`config.mk`:
```
export PLATFORM = sky130hd
export DESIGN_NAME = ucs_ctrl_seq
export DESIGN_NICKNAME = d
export VERILOG_FILES = /design/src/rtl/ucs_pkg.sv /design/src/rtl/ucs_udecode.sv /design/src/rtl/ucs_stepctr.sv /design/src/rtl/ucs_ctrl_seq.sv
export SDC_FILE = /design/constraint.sdc
export NUM_CORES = 1
export LEC_CHECK = 0
export ABC_CLOCK_PERIOD_IN_PS = 1900
export CORE_UTILIZATION = 42
export CTS_BUF_LIST = sky130_fd_sc_hd__clkbuf_8
export CTS_CLUSTER_DIAMETER = 200
export DETAILED_ROUTE_END_ITERATION = 7
export DONT_BUFFER_PORTS = 1
export SLEW_MARGIN = 20
export SYNTH_ARGS = -nofsm -noshare
export SYNTH_HDL_FRONTEND = slang
export SYNTH_HIERARCHICAL = 1
export SYNTH_SLANG_ARGS = --single-unit
```
`constraint.sdc`:
```
create_clock -name clk_i -period 1.9 [get_ports clk_i]
set_input_delay 0.19 -clock clk_i [delete_from_list [all_inputs] [get_ports clk_i]]
set_output_delay 0.19 -clock clk_i [all_outputs]
set_load 0.02 [all_outputs]
```
`src/rtl/ucs_pkg.sv`:
```
package ucs_pkg;

  localparam int unsigned CTRL_W  = 15;
  localparam int unsigned FETCH_N = 2;

  // control word bit positions (fixed, decoded by the datapath)
  localparam int unsigned CB_A_DRV   = 0;
  localparam int unsigned CB_ALU_DRV = 1;
  localparam int unsigned CB_B_DRV   = 2;
  localparam int unsigned CB_PC_DRV  = 3;
  localparam int unsigned CB_PC_INC  = 4;
  localparam int unsigned CB_PC_LD   = 5;
  localparam int unsigned CB_ALU_SUB = 6;
  localparam int unsigned CB_MEM_EN  = 7;
  localparam int unsigned CB_MEM_RD  = 8;
  localparam int unsigned CB_IR_DRV  = 9;
  localparam int unsigned CB_IR_LD   = 10;
  localparam int unsigned CB_MAR_LD  = 11;
  localparam int unsigned CB_A_LD    = 12;
  localparam int unsigned CB_B_LD    = 13;
  localparam int unsigned CB_DISP_LD = 14;

  typedef logic [CTRL_W-1:0] ctrl_word_t;

  typedef enum logic [3:0] {
    OPC_LD_A   = 4'h1,
    OPC_LD_B   = 4'h2,
    OPC_SHOW_A = 4'h3,
    OPC_SHOW_B = 4'h4,
    OPC_ADD_A  = 4'h5,
    OPC_ADD_B  = 4'h6,
    OPC_SUB_A  = 4'h7,
    OPC_SUB_B  = 4'h8,
    OPC_JUMP   = 4'h9,
    OPC_HALT   = 4'hE
  } opc_e;

  function automatic ctrl_word_t bit_of(input int unsigned pos);
    ctrl_word_t w;
    w = '0;
    w[pos] = 1'b1;
    return w;
  endfunction

  function automatic ctrl_word_t fetch_word(input int unsigned s);
    if (s == 0) return bit_of(CB_PC_DRV) | bit_of(CB_MAR_LD);
    return bit_of(CB_IR_LD) | bit_of(CB_MEM_RD) | bit_of(CB_MEM_EN) | bit_of(CB_PC_INC);
  endfunction

  function automatic int unsigned exec_len(input logic [3:0] op);
    case (op)
      OPC_LD_A, OPC_LD_B, OPC_SHOW_A, OPC_SHOW_B, OPC_ADD_A, OPC_ADD_B,
      OPC_SUB_A, OPC_SUB_B, OPC_JUMP, OPC_HALT: return 1;
      default: return 0;
    endcase
  endfunction

  function automatic logic is_halt(input logic [3:0] op);
    return op == OPC_HALT;
  endfunction

  function automatic ctrl_word_t exec_word(input logic [3:0] op, input int unsigned idx);
    if (idx != 0) return '0;
    case (op)
      OPC_LD_A:   return bit_of(CB_IR_DRV) | bit_of(CB_A_LD);
      OPC_LD_B:   return bit_of(CB_IR_DRV) | bit_of(CB_B_LD);
      OPC_SHOW_A: return bit_of(CB_A_DRV) | bit_of(CB_DISP_LD);
      OPC_SHOW_B: return bit_of(CB_B_DRV) | bit_of(CB_DISP_LD);
      OPC_ADD_A:  return bit_of(CB_ALU_DRV) | bit_of(CB_A_LD);
      OPC_ADD_B:  return bit_of(CB_ALU_DRV) | bit_of(CB_B_LD);
      OPC_SUB_A:  return bit_of(CB_ALU_DRV) | bit_of(CB_ALU_SUB) | bit_of(CB_A_LD);
      OPC_SUB_B:  return bit_of(CB_ALU_DRV) | bit_of(CB_ALU_SUB) | bit_of(CB_B_LD);
      OPC_JUMP:   return bit_of(CB_IR_DRV) | bit_of(CB_PC_LD);
      default:    return '0;
    endcase
  endfunction

endpackage

```
`src/rtl/ucs_udecode.sv`:
```
module ucs_udecode
  import ucs_pkg::*;
#(
  parameter int unsigned STEP_MAX = 6,
  parameter int unsigned STEP_W   = $clog2(STEP_MAX)
) (
  input  logic [STEP_W-1:0] step_i,
  input  logic [3:0]        op_i,
  output ctrl_word_t        word_o,
  output logic [STEP_W-1:0] step_nxt_o,
  output logic              halt_set_o
);

  ctrl_word_t step_tbl [STEP_MAX];

  // one microcode word per step slot: fetch slots fixed, execute slots per opcode
  for (genvar s = 0; s < STEP_MAX; s++) begin : g_slot
    if (s < FETCH_N) begin : g_fetch
      assign step_tbl[s] = fetch_word(s);
    end else begin : g_exec
      assign step_tbl[s] = exec_word(op_i, s - FETCH_N);
    end
  end

  int unsigned st;
  int unsigned len;

  always_comb begin
    st         = 32'(step_i);
    len        = exec_len(op_i);
    word_o     = step_tbl[0];
    step_nxt_o = '0;
    halt_set_o = 1'b0;
    if (st < FETCH_N) begin
      word_o     = step_tbl[step_i];
      step_nxt_o = STEP_W'(st + 1);
    end else if (len == 0) begin
      // no execute steps: this slot acts as fetch step 0
      word_o     = step_tbl[0];
      step_nxt_o = STEP_W'(1);
    end else if (st < STEP_MAX) begin
      word_o     = step_tbl[step_i];
      halt_set_o = is_halt(op_i);
      step_nxt_o = (st - FETCH_N + 1 >= len) ? '0 : STEP_W'(st + 1);
    end
  end

endmodule

```
`src/rtl/ucs_stepctr.sv`:
```
module ucs_stepctr #(
  parameter int unsigned STEP_MAX = 6,
  parameter int unsigned STEP_W   = $clog2(STEP_MAX)
) (
  input  logic              clk_i,
  input  logic              rst_ni,
  input  logic [STEP_W-1:0] step_nxt_i,
  input  logic              halt_set_i,
  output logic [STEP_W-1:0] step_o,
  output logic              halted_o
);

  logic [STEP_W-1:0] step_q, step_d;
  logic              halted_q, halted_d;
  logic              cnt_en;

  assign cnt_en = ~halted_q;

  always_comb begin
    step_d   = step_q;
    halted_d = halted_q;
    if (cnt_en) begin
      step_d   = step_nxt_i;
      halted_d = halt_set_i;
    end
  end

  always_ff @(posedge clk_i or negedge rst_ni) begin
    if (!rst_ni) begin
      step_q   <= '0;
      halted_q <= 1'b0;
    end else begin
      step_q   <= step_d;
      halted_q <= halted_d;
    end
  end

  assign step_o   = step_q;
  assign halted_o = halted_q;

  AST_HALT_STICKY: assert property (@(posedge clk_i) disable iff (!rst_ni)
    halted_q |=> halted_q);

  AST_STEP_BOUND: assert property (@(posedge clk_i) disable iff (!rst_ni)
    32'(step_q) < STEP_MAX);

  AST_FETCH_ORDER: assert property (@(posedge clk_i) disable iff (!rst_ni)
    (step_q == '0 && !halted_q) |=> (step_q == STEP_W'(1)));

endmodule

```
`src/rtl/ucs_ctrl_seq.sv`:
```
module ucs_ctrl_seq
  import ucs_pkg::*;
#(
  parameter int unsigned STEP_MAX = 6,
  parameter int unsigned IR_W     = 8
) (
  input  logic              clk_i,
  input  logic              rst_ni,
  input  logic [IR_W-1:0]   ir_i,
  output logic [CTRL_W-1:0] ctrl_o,
  output logic              halted_o
);

  localparam int unsigned STEP_W = $clog2(STEP_MAX);

  logic [STEP_W-1:0] step;
  logic [STEP_W-1:0] step_nxt;
  logic              halt_set;
  logic              halted;
  ctrl_word_t        word;
  logic              unused_low;

  assign unused_low = ^ir_i[IR_W-5:0];

  ucs_udecode #(
    .STEP_MAX (STEP_MAX),
    .STEP_W   (STEP_W)
  ) udecode_i (
    .step_i     (step),
    .op_i       (ir_i[IR_W-1:IR_W-4]),
    .word_o     (word),
    .step_nxt_o (step_nxt),
    .halt_set_o (halt_set)
  );

  ucs_stepctr #(
    .STEP_MAX (STEP_MAX),
    .STEP_W   (STEP_W)
  ) stepctr_i (
    .clk_i      (clk_i),
    .rst_ni     (rst_ni),
    .step_nxt_i (step_nxt),
    .halt_set_i (halt_set),
    .step_o     (step),
    .halted_o   (halted)
  );

  assign ctrl_o   = halted ? '0 : word;
  assign halted_o = halted;

  AST_HALT_STEP_ZERO: assert property (@(posedge clk_i) disable iff (!rst_ni)
    $rose(halted_o) |-> ($past(ctrl_o) == '0));

  AST_HALT_FROZEN: assert property (@(posedge clk_i) disable iff (!rst_ni)
    halted_o |=> $stable(ctrl_o));

  AST_FETCH_PAIR: assert property (@(posedge clk_i) disable iff (!rst_ni)
    (ctrl_o[CB_MAR_LD] && !halted_o) |=> ctrl_o[CB_IR_LD]);

endmodule

```
==> results.md <==
- CP max-delay cell: dfrtp_2
- Synth area leaders: ha_1, dfrtp_1, mux2_2, nor2b_2, a21oi_1
- CTS tree: yes
- DRC violations left: 0
- Worst Path Max Fanout: 5
- WP data arrival: 1610 ps
- Vias in the first global route: 608
- Seq/Total Area, Yosys: 0.1153
- Commonest cells post-synth: ha_1, a21oi_1, inv_1
- EDFF count, synth: 0
- Area leader, netlist: ha_1
- Total gr overflow: 0
- PortBufs: 0
- Min-delay worst type: input port to async pin
- CTS max path bufs: 2
- Worst Setup End Kind: output pin
- # setup viols final: 0
- Layout cells sized above 1: 0.5000
- Synth Register Bits: 4
- Root buf cell: clkbuf_8
- DR vias/cell: 5.131
- Compound-Gate Fraction of Synth Area: 0.1556
- Peak supply drop: 0.8893 mV
- Mux contribution to synthesized area: 0.1037
- Critical Path RT: 1710 ps
- P_leak: 0.4672 nW
- I/O pins: 26
- GPL Wtd Cong: 0.7390
- ANT nets after route: 0
- H-tree depth: 1
- DRT Wirelength: 1731 um
- Worst-Skew Late Latency: 210 ps
- Fin nets: 134
- Mapped Area: 868.3 sq um
- Post-synthesis xor/xnor area fraction: 0.02017
- Routed wire per std cell: 12.64 um
- Relative slew slack: 0.3100
- Clock Sinks: 4
- Most frequent cell after synthesis: ha_1
- CP bufs+invs: 1
- Core Box Area: 1962 sq um
- Final hold slack: 240.2 ps
- Unrepaired setup endpoints after global routing: true
- CP Class: register to output pin
- Simple-Gate Fraction of Synth Area: 0.3242
- Synth top area share: 0.1729
- Iteration-0 DRC Markers: 7
- Layout fillers: 191
- Cells after Synth: 100
- First-pass GRT wire length: 2490 um
- Fmax: 555.9 MHz
- Initial antenna violation count: 0
- Delay-heaviest family, CP: flip-flops
- Clock transition at path regs: 30 ps
- Worst-margin pin slew: 1035 ps
- Status: complete, no violations
- Setup ws final: 101.2 ps
- Area grow syn2layout: 24.35%
- Setup TNS: 0 ps
- DR pass1 iterations: 4
- Final Core Density: 0.5504
- Num rows: 16
- Starting Density: 0.4426
- Placement Setup Slack: -99.45 ps
- Crit-path cells: ha_2, inv_2, o211ai_4, a211oi_2, nor2b_4
- Synth unique cells: 34
- CP max stage delay: 430 ps
- CP startpoint kind: register
- Total power: 0.001269 W
- Number of synthesis warnings: 6
- Final worst path period need: 1799 ps
- Vert. Die Dim: 47.47 um
- Post-route clock period utilization: 0.9467
- Final hold vios: 0
- Power Dens Cells: 1175 nW/um^2
- Final setup skew: 1.057 ps
- GRT Total Usage: 0.1611
- DR vias: 703
- Die area: 2253 sq um
- Die width: 47.47 um
- Largest family of logic cells by synthesized area: simple AND/OR/NAND/NOR gates
- Largest net degree at the start of global routing: 21
- # Max-Cap Violations: 0
- TritonCTS Buffers: 3
- Number of diodes: 0
- Post-synth net total: 122
- Max Slew Vio Count: 0
- Ys async rst share: 1.000
- Primary FF master, synth: dfrtp_1
- Synth Area in Adders: 0.1729
- Average cell area after synthesis: 8.683 sq um
- HPWL Detailed: 1228 um
==> power by group <==
group | total [W] | internal (W) | switching [W]
combinational | 0.000813 | 0.000414 | 0.000398
clock | 0.000174 | 0.000135 | 0.0000397
sequential | 0.000282 | 0.000127 | 0.000155
total | 0.00127 | 0.000676 | 0.000593
==> metal layers <==
layer | share of wire | track usage | vias to the layer above
li1 | - | - | 366
met5 | 0 | 0 | -
met2 | 0.47 | 0.2767 | 18
met4 | 0.0092 | 0.06857 | 0
met1 | 0.48 | 0.2028 | 317
met3 | 0.040 | 0.01887 | 2
==> cell type report <==
cell class | instances | area [sq um] | area share
repair buffers | 14 | 107.6 | 0.09965
well taps | 27 | 33.78 | 0.03129
multi-input cells | 81 | 758.2 | 0.7022
inverters | 8 | 35.03 | 0.03244
flip-flops and latches | 4 | 103.9 | 0.09618
clock buffers | 3 | 41.29 | 0.03824
==> final timing paths <==
path	end	cells after the start	slack, ps	startpoint
max	ctrl_o[9]	5	100	stepctr_i/step_o[1]
min	stepctr_i/halted_o	1	240	rst_ni
max reg2reg	stepctr_i/step_o[1]	5	250	stepctr_i/step_o[0]
min reg2reg	stepctr_i/step_o[0]	1	650	stepctr_i/step_o[0]
max in group asynchronous	stepctr_i/step_o[0]	1	1490	rst_ni
min in group clk_i	stepctr_i/halted_o	3	400	ir_i[6]
==> registers in the layout (all words and copies together) (netlist names) <==
| signal | count |
|---|---|
| stepctr_i/step_o | 3 |
| stepctr_i/halted_o | 1 |
==> cells in the final DEF, fill, tap and decap left out, types with 2 or more instances in the layout <==
cell,count
a21oi_1,8
and2b_1,2
and2b_2,4
and3b_2,2
buf_4,13
clkbuf_8,3
dfrtp_2,3
ha_1,9
ha_2,2
inv_1,5
inv_4,2
mux2_2,6
nand2_1,7
nand3_1,2
nand3b_1,2
nor2b_1,2
nor2b_2,3
nor2b_4,5
nor3b_1,2
o21ai_0,4
xor2_1,2
==> cells by family (layout without fill, tap and decap cells) <==
kind of cell | after synthesis | after routing
and+or+nand+nor | 39 | 39
AOI/OAI and AO/OA | 20 | 21
buffers and inverters | 16 | 25
adders and majority gates | 12 | 12
muxes | 7 | 7
DFF | 4 | 4
xor gates and xnor gates | 2 | 2
==> stage by stage <==
step,std cells,cell area (sq um)
floorplan,100,877.1
global placement,130,929.6
detailed placement,130,929.6
CTS,135,1031
global route,137,1080
finish,137,1080
==> what timing repair did <==
item,CTS,global route
pin swaps,0,2
setup buffers,1,1
endpoints found under the hold margin,4,0
resized for setup,11,10
endpoints found under the setup margin,13,10
cloned,0,1
hold buffers,1,0
No activity file was read; power rests on OpenSTA's default activity.
